**config.mk**
```make
export PLATFORM = sky130hd
export DESIGN_NAME = i2c_regport_slave
export DESIGN_NICKNAME = d
export VERILOG_FILES = /design/src/rtl/i2c_regport_pkg.sv /design/src/rtl/i2c_line_sampler.sv /design/src/rtl/i2c_xfer_fsm.sv /design/src/rtl/i2c_regport_slave.sv
export SDC_FILE = /design/constraint.sdc
export NUM_CORES = 1
export LEC_CHECK = 0
export ABC_AREA = 1
export BUFFER_PORTS_ARGS = -buffer_cell sky130_fd_sc_hd__clkbuf_2
export CAP_MARGIN = 20
export CORE_ASPECT_RATIO = 1.1
export CORE_UTILIZATION = 55
export DETAILED_ROUTE_END_ITERATION = 10
export PLACE_DENSITY = 0.84
export SLEW_MARGIN = 20
export SYNTH_ARGS = -nofsm -noshare
export SYNTH_HDL_FRONTEND = slang
export SYNTH_SLANG_ARGS = --single-unit
```
**constraint.sdc**
```tcl
create_clock -name clk -period 3 [get_ports clk]
set_input_delay 0.3 -clock clk [delete_from_list [all_inputs] [get_ports clk]]
set_output_delay 0.3 -clock clk [all_outputs]
set_load 0.02 [all_outputs]
```
**src/rtl/i2c_regport_pkg.sv**
```systemverilog
package i2c_regport_pkg;

    typedef enum logic [3:0] {
        ST_IDLE,
        ST_DEVADR,
        ST_DEVACK,
        ST_SUBADR,
        ST_SUBACK,
        ST_WRDATA,
        ST_WRACK,
        ST_RDDATA,
        ST_RDACK,
        ST_IGNORE
    } xfer_state_e;

endpackage

```
**src/rtl/i2c_line_sampler.sv**
```systemverilog
module i2c_line_sampler #(
    parameter int SYNC_STAGES = 2
) (
    input  logic clk,
    input  logic rst_n,
    input  logic scl_i,
    input  logic sda_i,
    output logic scl_lvl,
    output logic sda_lvl,
    output logic scl_rise,
    output logic scl_fall,
    output logic start_evt,
    output logic stop_evt
);
    localparam int PIPE_W  = SYNC_STAGES + 1;
    localparam int N_LINES = 2;
    localparam int IDX_SCL = 1;
    localparam int IDX_SDA = 0;

    logic [N_LINES-1:0] raw;
    logic [N_LINES-1:0] cur;
    logic [N_LINES-1:0] prv;

    assign raw = {scl_i, sda_i};

    for (genvar g = 0; g < N_LINES; g++) begin : g_line
        logic [PIPE_W-1:0] pipe_d;
        logic [PIPE_W-1:0] pipe_q;

        always_comb begin
            pipe_d = {pipe_q[PIPE_W-2:0], raw[g]};
        end

        always_ff @(posedge clk or negedge rst_n) begin
            if (!rst_n) pipe_q <= '1;
            else        pipe_q <= pipe_d;
        end

        assign cur[g] = pipe_q[PIPE_W-2];
        assign prv[g] = pipe_q[PIPE_W-1];
    end

    assign scl_lvl   = cur[IDX_SCL];
    assign sda_lvl   = cur[IDX_SDA];
    assign scl_rise  = cur[IDX_SCL] & ~prv[IDX_SCL];
    assign scl_fall  = ~cur[IDX_SCL] & prv[IDX_SCL];
    assign start_evt = cur[IDX_SCL] & prv[IDX_SCL] & prv[IDX_SDA] & ~cur[IDX_SDA];
    assign stop_evt  = cur[IDX_SCL] & prv[IDX_SCL] & ~prv[IDX_SDA] & cur[IDX_SDA];

    AST_EVENTS_EXCLUSIVE: assert property (@(posedge clk) disable iff (!rst_n)
        $onehot0({start_evt, stop_evt, scl_rise, scl_fall})) else $error("bus events overlap");

endmodule

```
**src/rtl/i2c_xfer_fsm.sv**
```systemverilog
module i2c_xfer_fsm
    import i2c_regport_pkg::*;
#(
    parameter int          ADDR_W      = 7,
    parameter int          DATA_W      = 8,
    parameter logic [5:0]  DEV_ADDR_HI = 6'b101110
) (
    input  logic              clk,
    input  logic              rst_n,
    input  logic              sda_lvl,
    input  logic              scl_rise,
    input  logic              scl_fall,
    input  logic              start_evt,
    input  logic              stop_evt,
    input  logic              addr_lsb,
    output logic              drive_low,
    output logic              wr_en,
    output logic              rd_en,
    output logic [ADDR_W-1:0] reg_addr,
    output logic [DATA_W-1:0] wdata,
    input  logic [DATA_W-1:0] rdata
);
    localparam int CNT_W = $clog2(DATA_W + 1);
    localparam logic [CNT_W-1:0] CNT_FULL = CNT_W'(DATA_W);
    localparam logic [CNT_W-1:0] CNT_LAST = CNT_W'(DATA_W - 1);

    typedef struct packed {
        xfer_state_e       state;
        logic [CNT_W-1:0]  cnt;
        logic [DATA_W-1:0] sh;
        logic [ADDR_W-1:0] ptr;
        logic              inc;
        logic              rd_mode;
        logic              mnack;
        logic              drv;
        logic              rdreq;
        logic              load;
    } ctx_t;

    ctx_t q, d;
    logic wr_now;

    always_comb begin
        d      = q;
        wr_now = 1'b0;

        // read request pipeline: request one cycle, capture the next
        if (q.rdreq) begin
            d.rdreq = 1'b0;
            d.load  = 1'b1;
        end
        if (q.load) begin
            d.load = 1'b0;
            d.sh   = rdata;
        end

        unique case (q.state)
            ST_IDLE, ST_IGNORE: ;
            ST_DEVADR, ST_SUBADR, ST_WRDATA: begin
                if (scl_rise) begin
                    d.sh  = {q.sh[DATA_W-2:0], sda_lvl};
                    d.cnt = q.cnt + 1'b1;
                end else if (scl_fall && q.cnt == CNT_FULL) begin
                    d.cnt = '0;
                    if (q.state == ST_DEVADR) begin
                        if (q.sh[DATA_W-1:1] == {DEV_ADDR_HI, addr_lsb}) begin
                            d.drv     = 1'b1;
                            d.rd_mode = q.sh[0];
                            d.rdreq   = q.sh[0];
                            d.state   = ST_DEVACK;
                        end else begin
                            d.state = ST_IGNORE;
                        end
                    end else if (q.state == ST_SUBADR) begin
                        d.ptr   = q.sh[ADDR_W-1:0];
                        d.inc   = q.sh[DATA_W-1];
                        d.drv   = 1'b1;
                        d.state = ST_SUBACK;
                    end else begin
                        wr_now  = 1'b1;
                        d.ptr   = q.ptr + ADDR_W'(q.inc);
                        d.drv   = 1'b1;
                        d.state = ST_WRACK;
                    end
                end
            end
            ST_DEVACK: begin
                if (scl_fall) begin
                    d.cnt = '0;
                    if (q.rd_mode) begin
                        d.drv   = ~q.sh[DATA_W-1];
                        d.state = ST_RDDATA;
                    end else begin
                        d.drv   = 1'b0;
                        d.state = ST_SUBADR;
                    end
                end
            end
            ST_SUBACK, ST_WRACK: begin
                if (scl_fall) begin
                    d.drv   = 1'b0;
                    d.cnt   = '0;
                    d.state = ST_WRDATA;
                end
            end
            ST_RDDATA: begin
                if (scl_fall) begin
                    if (q.cnt == CNT_LAST) begin
                        d.drv   = 1'b0;
                        d.cnt   = '0;
                        d.ptr   = q.ptr + ADDR_W'(q.inc);
                        d.rdreq = 1'b1;
                        d.state = ST_RDACK;
                    end else begin
                        d.sh  = {q.sh[DATA_W-2:0], 1'b0};
                        d.drv = ~q.sh[DATA_W-2];
                        d.cnt = q.cnt + 1'b1;
                    end
                end
            end
            ST_RDACK: begin
                if (scl_rise) begin
                    d.mnack = sda_lvl;
                end else if (scl_fall) begin
                    if (!q.mnack) begin
                        d.drv   = ~q.sh[DATA_W-1];
                        d.state = ST_RDDATA;
                    end else begin
                        d.state = ST_IGNORE;
                    end
                end
            end
            default: d.state = ST_IDLE;
        endcase

        if (start_evt || stop_evt) begin
            d.state = start_evt ? ST_DEVADR : ST_IDLE;
            d.cnt   = '0;
            d.drv   = 1'b0;
            d.rdreq = 1'b0;
            d.load  = 1'b0;
            d.mnack = 1'b0;
        end
    end

    always_ff @(posedge clk or negedge rst_n) begin
        if (!rst_n) begin
            q       <= '0;
            q.state <= ST_IDLE;
        end else begin
            q <= d;
        end
    end

    assign drive_low = q.drv;
    assign wr_en     = wr_now;
    assign rd_en     = q.rdreq;
    assign reg_addr  = q.ptr;
    assign wdata     = q.sh;

    AST_IGNORE_SILENT: assert property (@(posedge clk) disable iff (!rst_n)
        (q.state == ST_IGNORE) |-> (!q.drv && !wr_now)) else $error("drive while ignoring");
    AST_PTR_HOLD_NOINC: assert property (@(posedge clk) disable iff (!rst_n)
        (q.state != ST_SUBADR && !q.inc) |=> $stable(q.ptr)) else $error("pointer moved");
    AST_WR_RD_EXCL: assert property (@(posedge clk) disable iff (!rst_n)
        !(wr_now && q.rdreq)) else $error("write and read together");
    AST_RD_IN_READ: assert property (@(posedge clk) disable iff (!rst_n)
        q.rdreq |-> (q.state == ST_DEVACK || q.state == ST_RDACK)) else $error("stray read");

endmodule

```
**src/rtl/i2c_regport_slave.sv**
```systemverilog
module i2c_regport_slave #(
    parameter int         ADDR_W      = 7,
    parameter int         DATA_W      = 8,
    parameter int         SYNC_STAGES = 2,
    parameter logic [5:0] DEV_ADDR_HI = 6'b101110
) (
    input  logic              clk,
    input  logic              rst_n,
    input  logic              scl_i,
    input  logic              sda_i,
    input  logic              addr_lsb_strap,
    output logic              sda_drive_low,
    output logic              reg_wr_en,
    output logic              reg_rd_en,
    output logic [ADDR_W-1:0] reg_addr,
    output logic [DATA_W-1:0] reg_wdata,
    input  logic [DATA_W-1:0] reg_rdata
);
    logic scl_lvl, sda_lvl, scl_rise, scl_fall, start_evt, stop_evt;

    i2c_line_sampler #(
        .SYNC_STAGES (SYNC_STAGES)
    ) sampler_i (
        .clk       (clk),
        .rst_n     (rst_n),
        .scl_i     (scl_i),
        .sda_i     (sda_i),
        .scl_lvl   (scl_lvl),
        .sda_lvl   (sda_lvl),
        .scl_rise  (scl_rise),
        .scl_fall  (scl_fall),
        .start_evt (start_evt),
        .stop_evt  (stop_evt)
    );

    i2c_xfer_fsm #(
        .ADDR_W      (ADDR_W),
        .DATA_W      (DATA_W),
        .DEV_ADDR_HI (DEV_ADDR_HI)
    ) fsm_i (
        .clk       (clk),
        .rst_n     (rst_n),
        .sda_lvl   (sda_lvl),
        .scl_rise  (scl_rise),
        .scl_fall  (scl_fall),
        .start_evt (start_evt),
        .stop_evt  (stop_evt),
        .addr_lsb  (addr_lsb_strap),
        .drive_low (sda_drive_low),
        .wr_en     (reg_wr_en),
        .rd_en     (reg_rd_en),
        .reg_addr  (reg_addr),
        .wdata     (reg_wdata),
        .rdata     (reg_rdata)
    );

    AST_SDA_MOVES_SCL_LOW: assert property (@(posedge clk) disable iff (!rst_n)
        !$stable(sda_drive_low) |-> !scl_lvl) else $error("SDA moved with SCL high");

endmodule

```
==> impl.org <==
** Setup path
- The setup check on the worst reg-to-reg path leaves a slack of 1.22 ns.
- The critical path in this run is classified as reg -> out.
- Start point of the critical path :: sampler_i.g_line[1].pipe_q[2]
- Data arrives at the worst endpoint at between 1.5 and 2 ns.
- In this run the critical register-to-register path is captured at fsm_i.q[25].
- In this run the critical register-to-register path is launched from sampler_i.g_line[0].pipe_q[1].
- Setup crit end kind :: output pin
- STA puts the critical path data required time at 2.70 ns.
- The worst setup path is launched from a flop.
- The number of cells on the worst reg-to-reg path is 10.
- Of all nets on the critical path, the largest fanout is 6.

** Place
- Port Buf Inserts :: 30
- GP Congestion :: 0.937
- Cells after DPL :: 413
- Once detailed placement completed, the half-perimeter wirelength came to 3950 microns.
- OpenSTA, run right after detailed placement, puts the worst setup slack at approximately 1.2 ns.

** STA
- Final-layout setup total negative slack :: 0 ns
- Based on the critical path, the design can be clocked at up to 0.512 GHz.
- Worst slew slack as a fraction of its limit :: 43.8%
- Least setup slack across all paths after layout :: roughly 1.0 ns
- The worst path uses 65.1% of the clock period.
- The tightest hold path in the finished design has a slack of 0.0886 ns.
- Across the routed clock network, the largest skew measured is 0.00808 ns.
- Setup repair after global routing left no endpoint under its margin.
- For the pin with the worst max-slew slack, the measured transition is ~0.84 ns.
- The number of hold-slack violations in the final timing report came to 0.
- Post-layout minimum cycle time :: 1.95 ns
- Setup violations remaining at the end of the flow were counted as 0.
- The number of max-slew violations in the final report was 0.

** Power
- Net switching power :: 0.992 mW
- Total power :: 2.06 mW
- Relative contribution of combinational cells to total power :: 49.9%
- Cell internal power was estimated by the tool at 1.06 mW.
- Seq pwr share :: 33.6%
- Clock share of power :: 16.5%
- Power density relative to cell area :: 786 mW/mm^2
- Lkg Pwr :: between 1 and 1.5 nW
- The worst-case IR drop observed on VDD is 0.394 mV.
- Switching portion of total power :: 48.2%

** Clocking
- No sink is reached through more buffers than the 2 on the longest clock path.
- The clock tree synthesis step divided the H-tree into 2 levels.
- In this run the clock root is driven by a sky130_fd_sc_hd__clkbuf_8.
- Clock tree from TritonCTS :: yes
- The number of setup buffers added after CTS is 0.
- Clk Latency, worst-skew pair :: 0.29 ns
- Count of hold buffers inserted by post-cts repair :: 0
- Number of sinks on the clock net :: 35
- Post-CTS repair changed the size of 0 cells.
- After clock tree synthesis, the clock-pin slew on the worst setup and hold paths is ~0.070 ns.
- TritonCTS Buffers :: 5

** Layout
- The final layout contains 383 nets.
- Counting the fill cells in the layout gives slightly below 400.
- The finished layout holds 421 standard cells, fillers aside.
- Cells with a size suffix above 1 make up between 10% and 20% of the layout.
- The number of antenna diodes in the final layout is 0.
- Synthesis-to-layout area growth :: 5.55%

** Detailed routing
- After detailed routing, the average wire length per cell comes to 12.8 microns.
- Dividing the detail-routed via count by the number of cells gives around 5.4.
- In this run, the number of DRC markers left after iteration 0 of detailed routing was roughly 170.
- For this block, the routed nets add up to about 5400 microns of wire.
- Amount of wire on met2 after detailed routing :: between 2000 and 3000 microns
- The detailed router used layers up to and including met4.
- For this run, the detailed router's first-pass iteration total came to 5.
- Summed over all nets, wire length on met3 after detailed routing comes to between 200 and 300 microns.
- Number of nets with antenna violations after routing :: 0
- Met1 Routed Length :: between 2000 and 2500 microns
- Vias post-DR :: 2,279
- In the routed design, unresolved DRC markers number 0.

** Floorplanning
- Row generation in the floorplan step produced 25 rows.
- The die is 66.0 microns wide.
- Effective utilization at floorplan :: 57.4%
- 31 I/O pins were placed.
- Area enclosed by the die boundary :: 0.00478 sq mm
- The core region is 0.00432 sq mm.
- The floorplan step set the die height to 72.4 microns.

** Synthesis
- Portion of the post-synthesis area used by sequential elements :: 35.6%
- Portion of synthesized cell area occupied by the leading cell type :: roughly 30%
- A synthesized cell averages 7.09 sq um.
- Biggest area consumer among synthesized cells :: sky130_fd_sc_hd__dfrtp_1
- The mapped netlist covers 0.00248 sq mm.
- Distinct cells, synth :: 37
- Count of yosys warnings during synthesis :: 0
- Synthesis handed over a netlist of 350 instances.
- Counting flops and latches in the post-synthesis netlist gives 35.
- Net count after synthesis :: 367
- Largest cells by area after synthesis :: sky130_fd_sc_hd__dfrtp_1 29%, sky130_fd_sc_hd__nand2_1 17%, sky130_fd_sc_hd__nand3_1 7.3%

** Global routing
- GR Overflow Total :: 0
- Wire length of the first global-routing pass :: 9190 microns
- Number of global-route vias before repair :: between 2k and 2.5k
- Entering global routing, the biggest net connects 36 pins.
- Global-route total usage across every layer :: between 20% and 30%
- The number of antenna violations at the first check in global routing came to 0.

** Run
- Number of max-capacitance violations reported :: 0

** Min path
- Hold_sp :: scl_i
- The path class of the tightest hold or removal check is in -> reg.
- For hold timing, the worst endpoint is sampler_i.g_line[1].pipe_q[0].
- Worst hold path stage count :: 1

** Outcome
- Result of the run :: finished clean
power groups by stage:
stage	clock (mW)	sequential, mW	combinational (mW)
final	0.340	0.691	1.03
after global routing	0.368	0.706	1.16
after CTS	0.347	0.689	1.02
after detailed placement	0	0.696	1.01
after global placement	0	0.692	0.998
after floorplan	0	0.660	0.913
layout make-up:
| cell class | count | area [sq um] | share of cell area, % |
|---|---|---|---|
| clock inverter | 2 | 12.5 | 0.478 |
| multi-input combinational | 252 | 1270 | 48.7 |
| timing repair buffer | 30 | 150 | 5.74 |
| inverter | 42 | 158 | 6.02 |
| tap | 54 | 67.6 | 2.58 |
| clock buffer | 6 | 72.6 | 2.77 |
| sequential | 35 | 883 | 33.7 |
stage by stage:
stage	instance area, sq um	util (%)
after global placement	2530	58.7
after detailed placement	2530	58.7
final	2620	60.6
after CTS	2620	60.6
after floorplan	2480	-
after global routing	2620	60.6
critical path, cell delays in order (launching register included):
cell and delay [ns]:
sky130_fd_sc_hd__dfstp_2 0.55, sky130_fd_sc_hd__nand2_2 0.12, sky130_fd_sc_hd__inv_1 0.11, sky130_fd_sc_hd__nand3_1 0.19
sky130_fd_sc_hd__nor2_1 0.20, sky130_fd_sc_hd__clkbuf_2 0.19
placed cells by master (no fill, tap or decap), drive strengths merged:
cell and instances:
a21oi 7, o32ai 1, o31ai 1, o21ai 30
clkbuf 36, or2 1, nand2 120, o22ai 2
dfstp 6, nand4 2, xnor2 1, clkinv 1
xor2 3, mux2i 2, nand3 38, inv 42
nor3 2, ha 4, a31oi 3, nand3b 2
clkinvlp 1, dfrtp 29, nor2 33
synthesized netlist by cell type, drive strengths merged:
| cell | n |
|---|---|
| dfstp | 6 |
| ha | 4 |
| mux2i | 2 |
| dfrtp | 29 |
| nand2 | 120 |
| o31ai | 1 |
| nor3 | 2 |
| o32ai | 1 |
| xnor2 | 1 |
| nand4 | 2 |
| o22ai | 2 |
| a31oi | 3 |
| clkbuf | 1 |
| nand3b | 2 |
| nor2 | 33 |
| a21oi | 7 |
| xor2 | 3 |
| inv | 42 |
| o21ai | 30 |
| or2 | 1 |
| buf | 20 |
| nand3 | 38 |
flip-flops by register name, summed over array words and instances, names as in the netlist:
register,flops
fsm_i.q,12
fsm_i.wdata,8
fsm_i.reg_addr,7
sampler_i.g_line.pipe_q,6
fsm_i.drive_low,1
fsm_i.rd_en,1
worst max-delay path by stage:
stage | depth (start not counted) | end | slack (ns)
after CTS | 5 | reg_wr_en | 1.05
after global routing | 5 | reg_wr_en | 0.97
after floorplan | 4 | reg_wr_en | 1.52
after global placement | 10 | fsm_i.q[25] | 1.24
final | 5 | reg_wr_en | 1.05
after detailed placement | 10 | fsm_i.q[26] | 1.25
metal layers:
layer,vias up,GRT usage [%]
li1,1131,-
met1,1044,28.3
met2,85,42.7
met3,19,5.66
met4,0,14.2
met5,-,0
cell families (layout without fill, tap and decap cells):
group / Yosys count / after routing / synth area share, %
and+or+nand+nor: 198 / 198 / 37.6
buffers and inverters: 63 / 80 / 13.0
AOI/OAI and AO/OA: 44 / 44 / 9.54
DFF: 35 / 35 / 35.6
adders and majority gates: 4 / 4 / 2.02
xor gates and xnor gates: 4 / 4 / 1.41
muxes: 2 / 2 / 0.807
(Power assumes the default switching activity.)
